File: src/rtl/codec_regif_pkg.sv
package codec_regif_pkg;
  localparam int unsigned IDX_FMT  = 8;
  localparam int unsigned IDX_IFC  = 9;
  localparam int unsigned IDX_ERR  = 11;
  localparam int unsigned IDX_MODE = 12;
  localparam int unsigned IDX_AFS  = 24;

  typedef enum logic [1:0] {
    LOC_INDEX = 2'd0,
    LOC_DATA  = 2'd1,
    LOC_STAT  = 2'd2,
    LOC_PIO   = 2'd3
  } loc_e;

  function automatic logic [7:0] rst_val(input int unsigned i);
    if ((i >= 2 && i <= 5) || i == 18 || i == 19) return 8'h88;
    if (i == 6 || i == 7) return 8'h80;
    if (i == IDX_IFC) return 8'h08;
    if (i == IDX_MODE) return 8'h8A;
    if (i == 25 || i == 26) return 8'hA0;
    return 8'h00;
  endfunction

  function automatic logic is_reserved(input logic [4:0] i);
    return (i == 5'd22) || (i == 5'd27) || (i == 5'd29);
  endfunction
endpackage

File: src/rtl/codec_regif_wrmerge.sv
module codec_regif_wrmerge
  import codec_regif_pkg::*;
(
  input  logic [4:0] idx,
  input  logic [7:0] wdata,
  input  logic [7:0] old_val,
  input  logic       mce,
  input  logic       pmce,
  output logic       accept,
  output logic [7:0] new_val
);
  always_comb begin
    accept  = 1'b1;
    new_val = wdata;
    if (is_reserved(idx) || idx == 5'(IDX_ERR)) begin
      accept = 1'b0;
    end else if (idx == 5'(IDX_FMT)) begin
      if (mce) begin
        new_val = wdata;
      end else if (pmce) begin
        new_val = {wdata[7:4], old_val[3:0]};
      end else begin
        accept = 1'b0;
      end
    end else if (idx == 5'(IDX_IFC)) begin
      new_val = wdata & 8'hDF;
    end else if (idx == 5'(IDX_MODE)) begin
      new_val = {old_val[7], wdata[6], old_val[5:0]};
    end
  end
endmodule

File: src/rtl/codec_regif_calcnt.sv
module codec_regif_calcnt #(
  parameter int unsigned CAL_READS = 1,
  localparam int unsigned CNT_W = $clog2(CAL_READS + 1)
) (
  input  logic clk,
  input  logic rst_n,
  input  logic load,
  input  logic consume,
  output logic busy
);
  logic [CNT_W-1:0] cnt_q;

  always_ff @(posedge clk) begin
    if (!rst_n) begin
      cnt_q <= '0;
    end else if (load) begin
      cnt_q <= CNT_W'(CAL_READS);
    end else if (consume && cnt_q != '0) begin
      cnt_q <= cnt_q - 1'b1;
    end
  end

  assign busy = (cnt_q != '0);
endmodule

File: src/rtl/codec_regif.sv
module codec_regif
  import codec_regif_pkg::*;
#(
  parameter int unsigned NREG      = 32,
  parameter int unsigned CAL_READS = 1
) (
  input  logic            clk,
  input  logic            rst_n,
  input  logic [1:0]      bus_addr,
  input  logic            bus_wr,
  input  logic            bus_rd,
  input  logic [7:0]      bus_wdata,
  output logic [7:0]      bus_rdata,
  output logic            bus_rvalid,
  input  logic            play_evt,
  output logic            irq,
  output logic [NREG-1:0] reg_wr_stb
);
  logic [7:0] regs [NREG];
  logic [6:0] index_q;
  logic       int_q;
  logic [4:0] idx_sel;
  logic       ext_mode, mce;
  logic       wr_ptr, wr_dat, wr_stat, rd_dat;
  logic       acc;
  logic [7:0] merged;
  logic       cal_busy, cal_load;
  logic       unused_wd7;

  assign unused_wd7 = bus_wdata[7];
  assign ext_mode = regs[IDX_MODE][6];
  assign mce      = index_q[6];
  assign idx_sel  = ext_mode ? index_q[4:0] : {1'b0, index_q[3:0]};

  assign wr_ptr  = bus_wr && bus_addr == LOC_INDEX;
  assign wr_dat  = bus_wr && bus_addr == LOC_DATA;
  assign wr_stat = bus_wr && bus_addr == LOC_STAT;
  assign rd_dat  = bus_rd && bus_addr == LOC_DATA;

  codec_regif_wrmerge u_merge (
    .idx     (idx_sel),
    .wdata   (bus_wdata),
    .old_val (regs[idx_sel]),
    .mce     (mce),
    .pmce    (regs[IDX_AFS][4]),
    .accept  (acc),
    .new_val (merged)
  );

  assign cal_load = wr_ptr && !mce && bus_wdata[6] && (regs[IDX_IFC][4:3] != 2'b00);

  codec_regif_calcnt #(.CAL_READS(CAL_READS)) u_cal (
    .clk     (clk),
    .rst_n   (rst_n),
    .load    (cal_load),
    .consume (rd_dat && idx_sel == 5'(IDX_ERR)),
    .busy    (cal_busy)
  );

  always_ff @(posedge clk) begin
    if (!rst_n) begin
      index_q <= 7'h40;
    end else if (wr_ptr) begin
      index_q <= bus_wdata[6:0];
    end
  end

  always_ff @(posedge clk) begin
    if (!rst_n) begin
      for (int i = 0; i < NREG; i++) regs[i] <= rst_val(i);
    end else begin
      if (wr_dat && acc) regs[idx_sel] <= merged;
      if (wr_stat) regs[IDX_AFS][6:4] <= 3'b000;
      if (play_evt) regs[IDX_AFS][4] <= 1'b1;
    end
  end

  always_ff @(posedge clk) begin
    if (!rst_n) begin
      int_q <= 1'b0;
    end else if (play_evt) begin
      int_q <= 1'b1;
    end else if (wr_stat) begin
      int_q <= 1'b0;
    end else if (wr_dat && idx_sel == 5'(IDX_AFS) && regs[IDX_AFS][4] && !bus_wdata[4]) begin
      int_q <= 1'b0;
    end
  end
  assign irq = int_q;

  always_ff @(posedge clk) begin
    if (!rst_n) begin
      bus_rdata  <= '0;
      bus_rvalid <= 1'b0;
    end else begin
      bus_rvalid <= bus_rd;
      if (bus_rd) begin
        unique case (bus_addr)
          LOC_INDEX: bus_rdata <= {1'b0, index_q};
          LOC_DATA:  bus_rdata <= (idx_sel == 5'(IDX_ERR))
                                  ? (regs[idx_sel] | {2'b00, cal_busy, 5'b0})
                                  : regs[idx_sel];
          LOC_STAT:  bus_rdata <= {7'b0, int_q};
          default:   bus_rdata <= 8'h00;
        endcase
      end
    end
  end

  for (genvar g = 0; g < NREG; g++) begin : g_stb
    always_ff @(posedge clk) begin
      if (!rst_n) reg_wr_stb[g] <= 1'b0;
      else        reg_wr_stb[g] <= wr_dat && acc && (idx_sel == 5'(g));
    end
  end
endmodule

File: config.mk
export PLATFORM = sky130hd
export DESIGN_NAME = codec_regif
export DESIGN_NICKNAME = d
export VERILOG_FILES = /design/src/rtl/codec_regif_pkg.sv /design/src/rtl/codec_regif_wrmerge.sv /design/src/rtl/codec_regif_calcnt.sv /design/src/rtl/codec_regif.sv
export SDC_FILE = /design/constraint.sdc
export NUM_CORES = 1
export LEC_CHECK = 0
export ABC_AREA = 1
export BUFFER_PORTS_ARGS = -buffer_cell sky130_fd_sc_hd__buf_2
export CAP_MARGIN = 5
export CORE_MARGIN = 3
export CORE_UTILIZATION = 40
export DETAILED_ROUTE_END_ITERATION = 12
export GPL_ROUTABILITY_DRIVEN = 1
export GPL_TIMING_DRIVEN = 0
export SLEW_MARGIN = 40
export SYNTH_ARGS = -nofsm -noshare
export SYNTH_HDL_FRONTEND = slang
export SYNTH_SLANG_ARGS = --single-unit
export TNS_END_PERCENT = 50
File: constraint.sdc
create_clock -name clk -period 2 [get_ports clk]
set_input_delay 0.1 -clock clk [delete_from_list [all_inputs] [get_ports clk]]
set_output_delay 0.1 -clock clk [all_outputs]
set_load 0.01 [all_outputs]
# Yosys cells after proc, flatten, opt, wreduce, memory -nomap -nowiden
# Memories as Yosys holds them, arrays and structs flattened.
# Cells that the tools add are included.
totals:
  mem_bits_ro: 0
  n_memories: 1
  ff_bits: 50
  latch_bits: 0
  ram_bits: 256
  input_bits: 15
mem_list:
  columns: ["name", "words", "width", "rd", "rd_ports_with_merged_regs", "write_ports", "line_no", "text"]
  rows:
  - ["regs", 32, 8, 4, 0, 32, "codec_regif.sv:19", "logic [7:0] regs [NREG];"]
classes:
  n_mul: 0
  muxes: 44
  shifts: 0
  reduce_logical: 56
  n_bitwise: 9
  add_sub_neg: 1
  magnitude_cmp: 0
  n_eq_ne: 34
  div: 0
op_table:
  columns: ["operator", "count"]
  rows:
  - ["$mux 8", 15]
  - ["$eq 5x5->1 const B", 17]
  - ["$logic_and 1x1->1", 45]
  - ["$eq 5x4->1 const B", 8]
  - ["$pmux 8 s3", 1]
  - ["$mux 1", 21]
  - ["$eq 5x3->1 const B", 4]
  - ["$mux 4", 3]
  - ["$eq 5x2->1 const B", 2]
  - ["$mux 5", 2]
  - ["$or 8x6->8", 1]
  - ["$reduce_or 8->1", 1]
  - ["$eq 5x1->1 const B", 1]
  - ["$logic_not 5->1", 1]
  - ["$reduce_bool 2->1", 2]
  - ["$and 1x1->1", 3]
  - ["$logic_or 1x1->1", 3]
  - ["$mux 3", 1]
  - ["$reduce_bool 3->1", 1]
  - ["$eq 2x1->1 const B", 1]
  - ["$eq 2x2->1 const B", 1]
  - ["$logic_not 1->1", 2]
  - ["$logic_not 2->1", 1]
  - ["$mux 2", 1]
  - ["4 further kinds", 6]

# Logic depth before layout (Yosys ltp)
# An unclocked memory read counts as a cell.
logic_depth:
  word_depth: 14
  ltp_mapped: 16

# Modules after synthesis
# Synthesis repeated with hierarchy kept, for this count alone.
unflattened:
  cells_unflattened: 1336
  hier_area_um2: 13489.2
by_module_without_submodules:
  columns: ["mod", "area_each_um2", "cells_per_inst", "seq_area_each_um2", "instances"]
  rows:
  - ["codec_regif", 13182.6, 1281, 8658.3, 1]
  - ["codec_regif_wrmerge", 262.8, 49, 0.0, 1]
  - ["codec_regif_calcnt", 43.8, 6, 20.0, 1]

# Worst setup path after synthesis
# OpenSTA, ideal clock, no wires.
synth_path:
  kind: "register to register"
  start: "mem regs[12][6]"
  end: "mem regs[25][0] (enable)"
  path_stages_with_launch: 11
  setup_ns: 0.324
  slack_ns: -0.181
  path_buffers: 1
  t_arrival_ns: 1.858
  path_cell_list: "edfxtp_1 -> nand2_1 -> inv_1 -> nand2_1 -> o22ai_1 -> nor2_2 -> nand4_2 -> buf_2 -> nor2_2 -> nand3_2 -> nand2_1"
synth_lines:
  columns: ["item", "line_no"]
  rows:
  - ["start, declared", "codec_regif.sv:19"]

# Worst setup path after layout
layout_path:
  start: "reg index_q[0]"
  end: "reg bus_rdata[6]"
layout_between:
  elab_chain_len: 5
  word_cells_on_any_way: 6
  cone_classes: "eq/ne (1); mux (3); bitwise (1); memory (1)"
layout_lines:
  columns: ["item", "line_no", "text"]
  rows:
  - ["start, declared", "codec_regif.sv:20", "logic [6:0] index_q;"]
  - ["start signal, assigned", "codec_regif.sv:64", "index_q <= bus_wdata[6:0];"]
  - ["$mux 5 (*)", "codec_regif.sv:33", "assign idx_sel = ext_mode ? index_q[4:0] : {1'b0, index_q[3:0]};"]
  - ["$mem_v2 32x8", null, null]
  - ["$or 8x6->8", "codec_regif.sv:101", "? (regs[idx_sel] | {2'b00, cal_busy, 5'b0})"]
  - ["$mux 8 (*)", "codec_regif.sv:101", null]
  - ["$pmux 8 s3 (*)", "codec_regif.sv:98", "unique case (bus_addr)"]
  - ["end signal, assigned", "codec_regif.sv:99", "LOC_INDEX: bus_rdata <= {1'b0, index_q};"]
  - ["end signal, assigned", "codec_regif.sv:100", "LOC_DATA: bus_rdata <= (idx_sel == 5'(IDX_ERR))"]
  - ["end signal, assigned", "codec_regif.sv:103", "LOC_STAT: bus_rdata <= {7'b0, int_q};"]
  - ["end, declared", "codec_regif.sv:13", "output logic [7:0] bus_rdata,"]
# Mark *: on every way between the ends. The rest lies on a longest branch, timed or not.
# A chain may end at the register's enable or synchronous reset.

==> flow_summary.toml <==
[clock_network]
cts.sinks = 306
clkLatencyLatePin_ns = 0.53
cts_made_buffers = 36
clk_pin_slew_worst_paths_ns = 0.06
cts_buffer_depth = 3
htree_num_levels = 2
tritoncts = "yes"
cts_root_buf = "clkbuf_16"

[sta]
fmax_ghz = 0.396
min_period_over_period = 1.26
setup_viol = 461
worst_slack_ns = -0.526
rsz0062_at_grt = "yes"
worst-slew-pin-transition_ns = 1.05
hold_viol = 0
slew_viol_final = 0
min_period_ns = 2.53
fin_tns_setup_ns = -177.65
maxSlewHeadroom = 0.303
skew_ns = 0.0173

[route]
via_count = 12250
drt_drc_violations_left = 0
via_per_inst = 5.76
wl_um = 58400
drt_iter0_markers = 2014
ant_nets = 0
wire_per_inst_um = 27.5
drt_pass1_iterations = 5

[layout]
stdcell_count = 2128
drive_above_1_share = 0.254
area_delta_synth_final_pct = 31.2
finalNetCount = 1667
antenna_cells = 0

[global_route]
antenna_found_initial = 0
grt_pass1_wl_um = 80900
grt_max_degree = 14
track_usage = 0.317
grt_remaining_overflow = 0
grt_pass1_vias = 11445

[critical_path]
cp_max_fo = 10
r2r_slack_ns = -0.53
timing.rr.end = "bus_rdata[6]"
max_stage_delay_ns = 0.39
reg2reg_from = "index_q[0]"
cp.arrival_ns = 2.97
cp_common_cell = "nand2_1"
crit_path_end_kind = "flop"
slowest_stage = "dfxtp_4"
crit_type = "flop to flop"
worst_setup_path_start_kind = "flop"
cp.required_ns = 2.44
r2r_cells = 12
worstPathCellList = "nor2_1 > clkbuf_4 > buf_6 > buf_6 > a22oi_1 > nand2_1 > nand2_1 > nand2_1 > inv_1 > nand3_1 > nand3_1 > a21oi_1"

[logic_synthesis]
yosys.cell_types.count = 36
netlist_area_um2 = 13700
synth_compound_area_frac = 0.0851
synthCells = 1455
yosys_warnings = 0
synthSimpleGateAreaFrac = 0.227
async_reset_ff_frac = 0
synthMuxAreaShare = 0
ys_seq_area_frac = 0.635
avgSynthCellArea_um2 = 9.40
yosys_most_used_dff = "edfxtp_1"
yosys.area_share.xor_xnor = 0
synth-seq-cells = 306
synth_top_family_by_area = "simple AND/OR/NAND/NOR gates"
synth_edf_count = 255
synthAdderAreaFrac = 0

[floorplanning]
dieArea_um2 = 36400
die_w_um = 191
initial_core_util = 0.407
fp.dieH_um = 191
num_rows = 67
core_um2 = 33600
ioPinCount = 57

[placed_design]
placed_cells = 1994
gp_congestion = 1.04
dp_hpwl_um = 38500
portBuffers = 54

[worst_hold_path]
min-delay-start = "bus_wr"
hp-class = "input pin to flop"
min_to = "irq"
hold_path_depth = 4

[outcome]
violations = "setup timing"
outcome = "complete, but fails checks"

[power_and_ir_drop]
vdd_drop_max_mv = 0.605
pwr_density_cell_nw_per_um2 = 875
leakage_nw = 7.33

[run]
cap_violations = 0
layer usage:
| metal | track usage | wire [µm] |
|---|---|---|
| met5 | 0 | 0 |
| met4 | 0.167 | 3470 |
| met3 | 0.0524 | 7100 |
| met2 | 0.468 | 25000 |
| met1 | 0.449 | 22900 |
Yosys cell counts, types with 2 or more instances:
library cell / instances / share of area
nor2_2: 10 / 0.0046
o21ai_0: 18 / 0.0066
buf_4: 3 / 0.0016
nand3_2: 4 / 0.0029
edfxtp_1: 255 / 0.56
nor3_2: 2 / 0.0015
o21ai_1: 2 / 0.00073
buf_2: 50 / 0.018
dfxtp_1: 51 / 0.075
clkinv_1: 2 / 0.00055
nor2_4: 2 / 0.0016
nor4_1: 2 / 0.00092
clkbuf_1: 25 / 0.0069
a22oi_1: 22 / 0.012
nand2_1: 515 / 0.14
nor2_1: 137 / 0.038
inv_1: 64 / 0.018
nand2_2: 9 / 0.0041
a21oi_1: 163 / 0.060
nand3_1: 57 / 0.021
a21o_1: 2 / 0.0011
nand4_1: 19 / 0.0087
inv_2: 27 / 0.0074
a31oi_1: 2 / 0.00092
kinds of logic (layout without fill, tap and decap cells):
| group | Yosys count | in the layout |
|---|---|---|
| AOI/OAI and AO/OA | 215 | 215 |
| buffers and inverters | 172 | 360 |
| DFF | 306 | 306 |
| other | 1 | 37 |
| and+or+nand+nor | 761 | 762 |
state kept, by name, indices dropped and copies added, names as in the netlist:
signal      cells
bus_rvalid      1
irq             1
u_cal.busy      1
bus_rdata       8
index_q         7
regs          256
reg_wr_stb     32
power breakdown:
part	internal (mW)	switching, mW
Combinational	0.486	1.22
Clock	4.10	2.68
Sequential	7.11	0.0981
Total	11.7	4.00
worst max-delay path: cells and delay by family (launching register included):
kind	cells	cell delay [ns]
AO/OA/AOI/OAI	2	0.34
buffers and inverters	4	0.80
flip-flops	1	0.39
AND/OR/NAND/NOR	6	0.89
worst max path at each step:
stage | startpoint | endpoint
finish | index_q[0] | bus_rdata[6]
global placement | index_q[1] | regs[20][1]
global route | index_q[0] | regs[24][2]
detailed placement | index_q[1] | regs[12][5]
floorplan | index_q[1] | regs[25][5]
CTS | index_q[0] | regs[0][3]
repair_timing:
item,CTS,global route
cloned,3,2
buffers inserted,47,6
endpoints found under the setup margin,482,463
endpoints found under the hold margin,16,0
resized for setup,281,83
hold buffers,11,0
pin swaps,24,10
stage by stage:
| step | hold slack, ns | utilization | power (mW) | setup slack [ns] | instance area, µm² |
|---|---|---|---|---|---|
| 2_1_floorplan | 0.245 | - | 7.97 | -0.0131 | 13900 |
| 3_3_place_gp | 0.370 | 0.438 | 8.60 | -1.79 | 14700 |
| 3_5_place_dp | 0.373 | 0.439 | 8.61 | -1.45 | 14800 |
| 4_1_cts | 0.000391 | 0.521 | 15.6 | -0.437 | 17500 |
| 5_1_grt | 0.0600 | 0.534 | 16.0 | -0.546 | 17900 |
| 6_report | 0.0112 | 0.534 | 15.7 | -0.526 | 17900 |
cell type report:
cell class	count	area, µm²
Buffer	78	878
Clock inverter	13	149
Sequential cell	306	8690
Timing Repair Buffer	123	928
Clock buffer	53	1070
Multi-Input combinational cell	1014	5260
Tap cell	448	561
Fill cell	3059	15700
Inverter	93	409
cells in the final DEF (no fill, tap or decap), types with 7 or more instances in the layout:
| cell type | Yosys | final |
|---|---|---|
| dfxtp_1 | 51 | 47 |
| a21oi_1 | 163 | 151 |
| clkbuf_8 | 0 | 8 |
| nand4_1 | 19 | 19 |
| nand3_2 | 4 | 7 |
| a22oi_1 | 22 | 22 |
| clkinv_2 | 0 | 7 |
| nand2_2 | 9 | 28 |
| nor2_1 | 137 | 104 |
| dlygate4sd3_1 | 0 | 11 |
| a21oi_2 | 0 | 11 |
| inv_4 | 0 | 11 |
| clkbuf_1 | 25 | 16 |
| conb_1 | 1 | 37 |
| clkbuf_16 | 0 | 42 |
| nand2_4 | 0 | 29 |
| buf_2 | 50 | 56 |
| nor2_4 | 2 | 27 |
| o21ai_0 | 18 | 16 |
| buf_12 | 0 | 12 |
| clkbuf_2 | 0 | 8 |
| buf_8 | 0 | 14 |
| inv_2 | 27 | 19 |
| buf_4 | 3 | 56 |
| buf_6 | 0 | 25 |
| nand3_1 | 57 | 49 |
| nor2_2 | 10 | 18 |
| nand2_1 | 515 | 455 |
| nand2_8 | 0 | 13 |
| inv_1 | 64 | 54 |
| edfxtp_1 | 255 | 255 |
Power figures use the tool's default switching activity.
